## config.mk

```make
export PLATFORM = sky130hd
export DESIGN_NAME = uart_fifo_core
export DESIGN_NICKNAME = d
export VERILOG_FILES = /design/src/rtl/uart_fifo_pkg.sv /design/src/rtl/uart_char_queue.sv /design/src/rtl/uart_irq_prio.sv /design/src/rtl/uart_fifo_core.sv
export SDC_FILE = /design/constraint.sdc
export NUM_CORES = 1
export LEC_CHECK = 0
export ABC_AREA = 1
export BUFFER_PORTS_ARGS = -buffer_cell sky130_fd_sc_hd__buf_2
export CORE_MARGIN = 8
export CORE_UTILIZATION = 40
export DETAILED_ROUTE_END_ITERATION = 6
export HOLD_SLACK_MARGIN = 0.05
export PLACE_DENSITY = 0.54
export SLEW_MARGIN = 30
export SYNTH_ARGS = -nofsm -noshare
export SYNTH_HDL_FRONTEND = slang
export SYNTH_HIERARCHICAL = 1
export SYNTH_SLANG_ARGS = --single-unit
```

## constraint.sdc

```tcl
create_clock -name clk -period 5.9 [get_ports clk]
set_input_delay 0.885 -clock clk [delete_from_list [all_inputs] [get_ports clk]]
set_output_delay 0.885 -clock clk [all_outputs]
set_load 0.01 [all_outputs]
```

## src/rtl/uart_fifo_pkg.sv

```systemverilog
package uart_fifo_pkg;
  localparam logic [2:0] A_DATA = 3'd0;
  localparam logic [2:0] A_IEN  = 3'd1;
  localparam logic [2:0] A_QCTL = 3'd2;
  localparam logic [2:0] A_MCTL = 3'd3;
  localparam logic [2:0] A_LSTS = 3'd4;

  // Receive trigger depth from the select field; one when queues are disabled
  function automatic int unsigned rx_threshold(input logic en, input logic [1:0] sel);
    if (!en) return 1;
    case (sel)
      2'd0:    return 1;
      2'd1:    return 4;
      2'd2:    return 8;
      default: return 14;
    endcase
  endfunction

  function automatic logic [7:0] pack_ident(input logic [2:0] code, input logic none);
    return {4'b0000, code, none};
  endfunction
endpackage

```

## src/rtl/uart_char_queue.sv

```systemverilog
module uart_char_queue #(
  parameter int W     = 8,
  parameter int DEPTH = 16,
  localparam int AW   = $clog2(DEPTH),
  localparam int CW   = $clog2(DEPTH + 1)
) (
  input  logic          clk,
  input  logic          rst_n,
  input  logic          clr,
  input  logic          push,
  input  logic          pop,
  input  logic [W-1:0]  din,
  output logic [W-1:0]  dout,
  output logic [CW-1:0] count
);
  logic [W-1:0]  mem [DEPTH];
  logic [AW-1:0] wp, rp;

  always_ff @(posedge clk) begin
    if (!rst_n || clr) begin
      wp    <= '0;
      rp    <= '0;
      count <= '0;
    end else begin
      if (push) wp <= (wp == AW'(DEPTH - 1)) ? '0 : wp + 1'b1;
      if (pop)  rp <= (rp == AW'(DEPTH - 1)) ? '0 : rp + 1'b1;
      count <= count + CW'(push) - CW'(pop);
    end
  end

  always_ff @(posedge clk) begin
    if (push && !clr) mem[wp] <= din;
  end

  assign dout = mem[rp];
endmodule

```

## src/rtl/uart_irq_prio.sv

```systemverilog
module uart_irq_prio (
  input  logic       ls_req,
  input  logic       rx_req,
  input  logic       tx_req,
  output logic [2:0] code,
  output logic       none
);
  always_comb begin
    none = 1'b0;
    if (ls_req)      code = 3'd3;
    else if (rx_req) code = 3'd2;
    else if (tx_req) code = 3'd1;
    else begin
      code = 3'd0;
      none = 1'b1;
    end
  end
endmodule

```

## src/rtl/uart_fifo_core.sv

```systemverilog
module uart_fifo_core #(
  parameter int DEPTH = 16,
  localparam int CW   = $clog2(DEPTH + 1)
) (
  input  logic       clk,
  input  logic       rst_n,
  input  logic       reg_wr,
  input  logic       reg_rd,
  input  logic [2:0] reg_addr,
  input  logic [7:0] reg_wdata,
  output logic [7:0] reg_rdata,
  input  logic       rx_push,
  input  logic [7:0] rx_char,
  output logic       tx_valid,
  output logic [7:0] tx_char,
  input  logic       tx_take,
  input  logic       tx_busy,
  input  logic       cts_n,
  output logic       rts_n,
  output logic       irq
);
  import uart_fifo_pkg::*;

  logic          q_en;
  logic [1:0]    trig_sel;
  logic [2:0]    ien;
  logic [7:0]    mctl;
  logic          tx_ovf, rx_ovr;
  logic [7:0]    last_rx;
  logic [CW-1:0] tx_cnt, rx_cnt, cap, trig;
  logic [7:0]    rx_head, lsts;
  logic          tx_full, rx_full, tx_empty, trig_hit;
  logic          qctl_wr, tx_clr, rx_clr, host_tx_wr, tx_push, tx_drop, tx_pop;
  logic          rx_pop, rx_in, rx_lost, lsts_rd;
  logic [2:0]    id_code;
  logic          id_none;

  // Named internal events
  assign cap        = q_en ? CW'(DEPTH) : CW'(1);
  assign trig       = CW'(rx_threshold(q_en, trig_sel));
  assign tx_full    = tx_cnt >= cap;
  assign rx_full    = rx_cnt >= cap;
  assign tx_empty   = tx_cnt == '0;
  assign trig_hit   = rx_cnt >= trig;
  assign qctl_wr    = reg_wr && reg_addr == A_QCTL;
  assign tx_clr     = qctl_wr && reg_wdata[2];
  assign rx_clr     = qctl_wr && reg_wdata[1];
  assign host_tx_wr = reg_wr && reg_addr == A_DATA;
  assign tx_push    = host_tx_wr && !tx_full;
  assign tx_drop    = host_tx_wr && tx_full;
  assign tx_valid   = !tx_empty && !(mctl[7] && cts_n);
  assign tx_pop     = tx_valid && tx_take;
  assign rx_pop     = reg_rd && reg_addr == A_DATA && rx_cnt != '0;
  assign rx_in      = rx_push && !rx_full;
  assign rx_lost    = rx_push && rx_full;
  assign lsts_rd    = reg_rd && reg_addr == A_LSTS;

  uart_char_queue #(.W(8), .DEPTH(DEPTH)) u_txq (
    .clk(clk), .rst_n(rst_n), .clr(tx_clr), .push(tx_push), .pop(tx_pop),
    .din(reg_wdata), .dout(tx_char), .count(tx_cnt)
  );

  uart_char_queue #(.W(8), .DEPTH(DEPTH)) u_rxq (
    .clk(clk), .rst_n(rst_n), .clr(rx_clr), .push(rx_in), .pop(rx_pop),
    .din(rx_char), .dout(rx_head), .count(rx_cnt)
  );

  uart_irq_prio u_prio (
    .ls_req(ien[2] && rx_ovr),
    .rx_req(ien[0] && trig_hit),
    .tx_req(ien[1] && tx_empty),
    .code(id_code),
    .none(id_none)
  );

  always_ff @(posedge clk) begin
    if (!rst_n) begin
      q_en     <= 1'b0;
      trig_sel <= 2'd0;
      ien      <= 3'd0;
      mctl     <= 8'd0;
      tx_ovf   <= 1'b0;
      rx_ovr   <= 1'b0;
      last_rx  <= 8'd0;
    end else begin
      if (qctl_wr) begin
        q_en     <= reg_wdata[0];
        trig_sel <= reg_wdata[7:6];
      end
      if (reg_wr && reg_addr == A_IEN)  ien  <= reg_wdata[2:0];
      if (reg_wr && reg_addr == A_MCTL) mctl <= reg_wdata;
      if (tx_drop)      tx_ovf <= 1'b1;
      else if (lsts_rd) tx_ovf <= 1'b0;
      if (rx_lost)      rx_ovr <= 1'b1;
      else if (lsts_rd) rx_ovr <= 1'b0;
      if (rx_pop) last_rx <= rx_head;
    end
  end

  assign lsts  = {tx_ovf, tx_empty && !tx_busy, tx_empty, 3'b000, rx_ovr, rx_cnt != '0};
  assign rts_n = mctl[6] ? trig_hit : ~mctl[1];
  assign irq   = !id_none;

  always_comb begin
    case (reg_addr)
      A_DATA:  reg_rdata = (rx_cnt != '0) ? rx_head : last_rx;
      A_IEN:   reg_rdata = {5'b00000, ien};
      A_QCTL:  reg_rdata = pack_ident(id_code, id_none);
      A_MCTL:  reg_rdata = mctl;
      A_LSTS:  reg_rdata = lsts;
      default: reg_rdata = 8'h00;
    endcase
  end
endmodule

```

; ---- Word level (Yosys, flattened, before mapping)
; Memories as Yosys holds them, arrays and structs flattened. A register that Yosys moved wholly into a read port is not among the register bits.
; Cells that the tools add are included.
[word_totals]
reg_bits = 50
mem_bits_rw = 256
input_bits = 27
output_inout_bits = 19
memories = 2
[memory_table]
columns = name, depth, word_bits, rd, rd_ports_with_merged_regs, write_ports, line
row1 = u_rxq.mem, 16, 8, 1, 1, 1, uart_char_queue.sv:16  ; logic [W-1:0] mem [DEPTH];
row2 = u_txq.mem, 16, 8, 1, 1, 1, uart_char_queue.sv:16
[classes]
addsub = 8
order_cmp = 3
eq_ne = 10
n_mux = 27
bitwise = 1
reduce_logical = 39
[ops]
columns = cell, count
row1 = one-hot mux 8 bit (5 select lines), 1
row2 = 2-to-1 mux 4 bit, 8
row3 = logical AND 1 bit, 22
row4 = "adder 4 x 1 -> 4 bit, second input constant", 4
row5 = "== test 4 bit, second input constant", 4
row6 = greater-or-equal comparator 5 bit, 3
row7 = 2-to-1 mux 1 bit, 12
row8 = one-hot mux 4 bit (3 select lines), 1
row9 = adder 5 x 1 -> 5 bit, 2
row10 = 2-to-1 mux 5 bit, 2
row11 = subtractor 5 x 1 -> 5 bit, 2
row12 = zero test 1 bit, 9
row13 = 2-to-1 mux 8 bit, 1
row14 = "== test 3 x 2 -> 1 bit, second input constant", 2
row15 = 2-to-1 mux 3 bit, 2
row16 = zero test 5 bit, 1
row17 = nonzero test 5 bit, 1
row18 = nonzero test 2 bit, 2
row19 = "== test 3 x 1 -> 1 bit, second input constant", 1
row20 = "== test 3 bit, second input constant", 1
row21 = zero test 3 bit, 1
row22 = "== test 2 x 1 -> 1 bit, second input constant", 1
row23 = "== test 2 bit, second input constant", 1
row24 = zero test 2 bit, 1
row25 = 2 further kinds, 3

; ---- Longest topological paths before layout
[depth]
ltp_word = 8
depth_mapped = 17
depth_no_buf = 17

; ---- Hierarchy
; Netlist, hierarchy kept.
[modules_own_cells]
columns = module, n_inst, cells_per_inst, area_each_um2, seq_area_each_um2
row1 = uart_char_queue (u_rxq), 1, 641, 6391.1, 4184.0
row2 = uart_char_queue (u_txq), 1, 642, 6391.1, 4184.0
row3 = uart_fifo_core, 1, 243, 1577.8, 480.5
row4 = uart_irq_prio, 1, 8, 38.8, 0.0

; ---- Least setup slack after synthesis
; Ideal clock, no wire load.
[synth_timing]
path_type = input to register
start = input reg_addr[2]
end = memory u_txq.mem[4][0] (enable)
setup_time_ns = 0.370
arrival_time_ns = 2.518
setup_slack_ns = 3.012
path_stages = 8
path_buffers = 1
cell_sequence = nor2_2 nand2_2 buf_6 nor3_1 inv_1 nor2_1 nand2_1 nor2_1
[synth_via]
elab_cells_between_ends = 10
classes_between = eq/ne (1) / mux (2) / reduce/logical (7)
[synth_lines]
columns = element, line
row1 = "start, declared", uart_fifo_core.sv:9  ; input logic [2:0] reg_addr,
row2 = zero test 3 bit, uart_fifo_core.sv:48  ; assign host_tx_wr = reg_wr && reg_addr == A_DATA;
row3 = logical AND 1 bit, uart_fifo_core.sv:48
row4 = logical AND 1 bit, uart_fifo_core.sv:49  ; assign tx_push = host_tx_wr && !tx_full;
row5 = net tx_push, uart_fifo_core.sv:33  ; logic qctl_wr, tx_clr, rx_clr, host_tx_wr, tx_push, tx_drop, tx_pop;
row6 = logical AND 1 bit, uart_char_queue.sv:32  ; if (push && !clr) mem[wp] <= din;
row7 = 2-to-1 mux 1 bit, uart_char_queue.sv:32
row8 = 2-to-1 mux 1 bit (implied by the code), uart_char_queue.sv:32
row9 = "end, declared", uart_char_queue.sv:16
; The timed path passes the listed nets, and every way through them passes these cells.

==> metrics.md <==
| Metric | Value |
|---|---|
| Die width | `206 um` |
| Most frequent CP cell | `nand2_1` |
| HP Class | `reg2reg` |
| Synth Cell Area | `14400 um2` |
| Die area | `42300 um2` |
| Status | `finished clean` |
| VDD IR max | `0.000249 V` |
| Mux cell area share after synthesis | `0%` |
| Fmax | `0.263 GHz` |
| Post-route ant nets | `0` |
| Synth Area in Adders | `2.71%` |
| Wire per inst | `17.0 um` |
| Postcts setup bufs | `0` |
| Final Hold Vio Count | `0` |
| First-pass GRT wire length | `54.7 mm` |
| Largest family of logic cells by synthesized area | `simple AND/OR/NAND/NOR gates` |
| Setup crit start kind | `flop` |
| Synth area leaders | `edfxtp_1 (53%), nand2_1 (11%), dfxtp_1 (8.1%)` |
| Via density per instance | `4.90` |
| Vias in the first global route | `9633` |
| Hold Buf Count CTS | `0` |
| Synth cell types | `35` |
| TritonCTS sink count | `314` |
| First-pass DRT Iterations | `5` |
| Worst-path clk slew | `0.05 ns` |
| Pre-CTS setup slack | `2.54 ns` |
| Largest net degree at the start of global routing | `66` |
| Ant. Diodes | `0` |
| Layout cells sized above 1 | `8.53%` |
| Leakage power | `6.85 nW` |
| CP Capture Type | `primary output` |
| Yosys warns | `6` |
| Xor/xnor share of the synthesized area | `0.122%` |
| Gr ovfl total | `0` |
| Crit Path Category | `reg2out` |
| Post-synth top area share | `53.4%` |
| Syn-to-layout area delta | `11.3%` |
| RSZ-0062 raised after global routing | `no` |
| Syn_area_per_cell | `9.39 um2` |
| Final Max Tran Viols | `0` |
| Arr. time, crit path | `2.91 ns` |
| Max incr delay on CP | `0.54 ns` |
| Total global-route track usage | `16.5%` |
| DR iter-0 viols | `571` |
| I/O Buffers | `45` |
| Total of max-cap violations | `0` |
| Period utilization | `64.3%` |
| Layout fillers | `3417` |
| Routed via count | `10100` |
| Pwr Density | `367 nW/um2` |
| Post-Route WL | `34.9 mm` |
| Clock skew | `0.0131 ns` |
| Minimum clock period | `3.80 ns` |
| Cells after Synth | `1534` |
| Core Region | `35500 um2` |
| Nets | `1625` |
| Seq cells post-synth | `314` |
| Clk root buf | `clkbuf_16` |
| Routability cong. | `0.813` |
| CTS H-tree depth | `2` |
| Die H | `206 um` |
| Setup Total Neg Slack | `0 ns` |
| Flop2flop setup slack | `2.78 ns` |
| CP max FO | `65` |
| CTS Buf Count | `36` |
| Std cell rows | `69` |
| Simple-gate portion of the synthesized area | `22.3%` |
| CTS tree | `yes` |
| Endpoints failing setup | `0` |
| Starting Density | `40.6%` |
| WP data required | `5.02 ns` |
| Syn nets | `1591` |
| Drt drc | `0` |
| Initial antenna violation count | `0` |
| Clock buffer depth | `3` |
| PostCTS Resize Cnt | `0` |
| Sequential area share after synthesis | `61.5%` |
| Crit-path slowest cell | `buf_4` |
| Dpl hpwl | `22.3 mm` |
| I/O pin count | `46` |
| Worst setup margin | `2.10 ns` |
| Post-synthesis compound-gate area fraction | `3.14%` |
| Worst-Skew Late Latency | `0.51 ns` |
| Critical Path, Cell by Cell | `buf_4, inv_4, nand2_1, nand2_1, nand2_1, nand3_1, nand3_1, nand2_1, o21ai_0, nand2_1, buf_2` |
| Area leader, netlist | `edfxtp_1` |
| Slew headroom | `37.2%` |
| Worst slew pin tran | `0.939 ns` |
-- sequential cells by signal, summed over array words and instances (netlist names), named ones only --
register / cells
u_rxq/mem: 128
u_txq/mem: 128
last_rx: 8
mctl: 8
u_rxq/count: 5
u_txq/count: 5
u_rxq/rp: 4
u_rxq/wp: 4
u_txq/rp: 4
u_txq/wp: 4
ien: 3
trig_sel: 2
q_en: 1
rx_ovr: 1
tx_ovf: 1
-- cell type report --
class	count	area, um2	share of cell area (%)
multi-input cells	880	4080	25.4
clock buffers	47	983	6.14
clock inverters	17	184	1.15
inverters	285	1080	6.74
well taps	461	577	3.60
flip-flops and latches	314	8850	55.2
repair buffers	51	270	1.69
-- stage by stage --
stage,std cells,power (W),hold WS [ns],utilization (%),cell area (um2)
after floorplan,1534,0.00343,0.435,-,14400
after global placement,1991,0.00371,0.451,41.8,14800
after detailed placement,1991,0.00373,0.460,41.9,14900
after CTS,2055,0.00595,0.468,45.1,16000
after global routing,2055,0.00621,0.493,45.2,16000
final,2055,0.00589,0.462,45.2,16000
-- cells in the final DEF, fill, tap and decap left out, types with 3 or more instances in the layout --
cell       synthesis  routed
a21oi_2            3       3
a21oi_1           36      36
nor3_1             3       3
clkbuf_1           2       8
nand2_1          417     417
buf_4              5       6
buf_2             27      45
nor2_2             3       4
clkbuf_16          0      37
bufinv_16          0       4
ha_1              28      28
clkinv_2           0       5
nand2_2            3       3
o21ai_1           18      18
edfxtp_1         256     256
inv_1            271     271
nand3_1          219     219
o21ai_0           20      20
nor2_1           108     107
clkinv_1           1       7
dfxtp_1           58      56
inv_2             12      10
-- path summary, 6_finish.rpt --
path,start,cells past startpoint,endpoint
worst max-delay path,flop,11,reg_rdata[0]
worst min-delay path,mctl[0],2,mctl[0]
worst max register to register,q_en,10,u_rxq/mem[8][3]
worst min register to register,mctl[0],2,mctl[0]
-- per-layer routing --
layer  vias to the layer above  track usage (%)  wire length (um)
met5                         -                0                 0
met4                         0             4.11               643
met3                        49             2.61              1770
met2                       248             27.1             16300
met1                      4791             22.6             16200
li1                       4978                -                 -
-- worst max-delay path, delay by kind of cell (launching register included) --
family / cells / cell delay, ns
buffers and inverters: 3 / 1.11
flip-flops: 1 / 0.31
AND/OR/NAND/NOR: 7 / 0.73
AO/OA/AOI/OAI: 1 / 0.19
-- cells by family (layout without fill, tap and decap cells) --
logic type,count (synthesis),after routing
buf+inv,340,400
flops,314,314
other cells,1,1
compound gates,84,84
xor+xnor,2,2
fa+ha+maj,30,30
simple gates,763,763
-- power by group --
part           switching [W]  internal [W]  leakage, nW
combinational       0.000765      0.000351         3.50
sequential         0.0000693       0.00249         2.78
clock               0.000863       0.00135        0.570
total                0.00170       0.00419         6.85
-- synthesized netlist by cell type --
library cell  count
nand2_1         417
inv_1           271
edfxtp_1        256
nand3_1         219
nor2_1          108
dfxtp_1          58
a21oi_1          36
ha_1             28
buf_2            27
o21ai_0          20
buf_6            19
o21ai_1          18
inv_2            12
buf_4             5
a21oi_2           3
nand2_2           3
nor2_2            3
nor3_1            3
a211oi_1          2
a22oi_1           2
buf_1             2
clkbuf_1          2
fa_1              2
nand3_2           2
nand3b_1          2
nor2_4            2
o21ai_2           2
or2_2             2
xor2_1            2
clkinv_1          1
clkinv_4          1
conb_1            1
nand2_4           1
nor3_2            1
o21a_1            1
(Power assumes the default switching activity.)
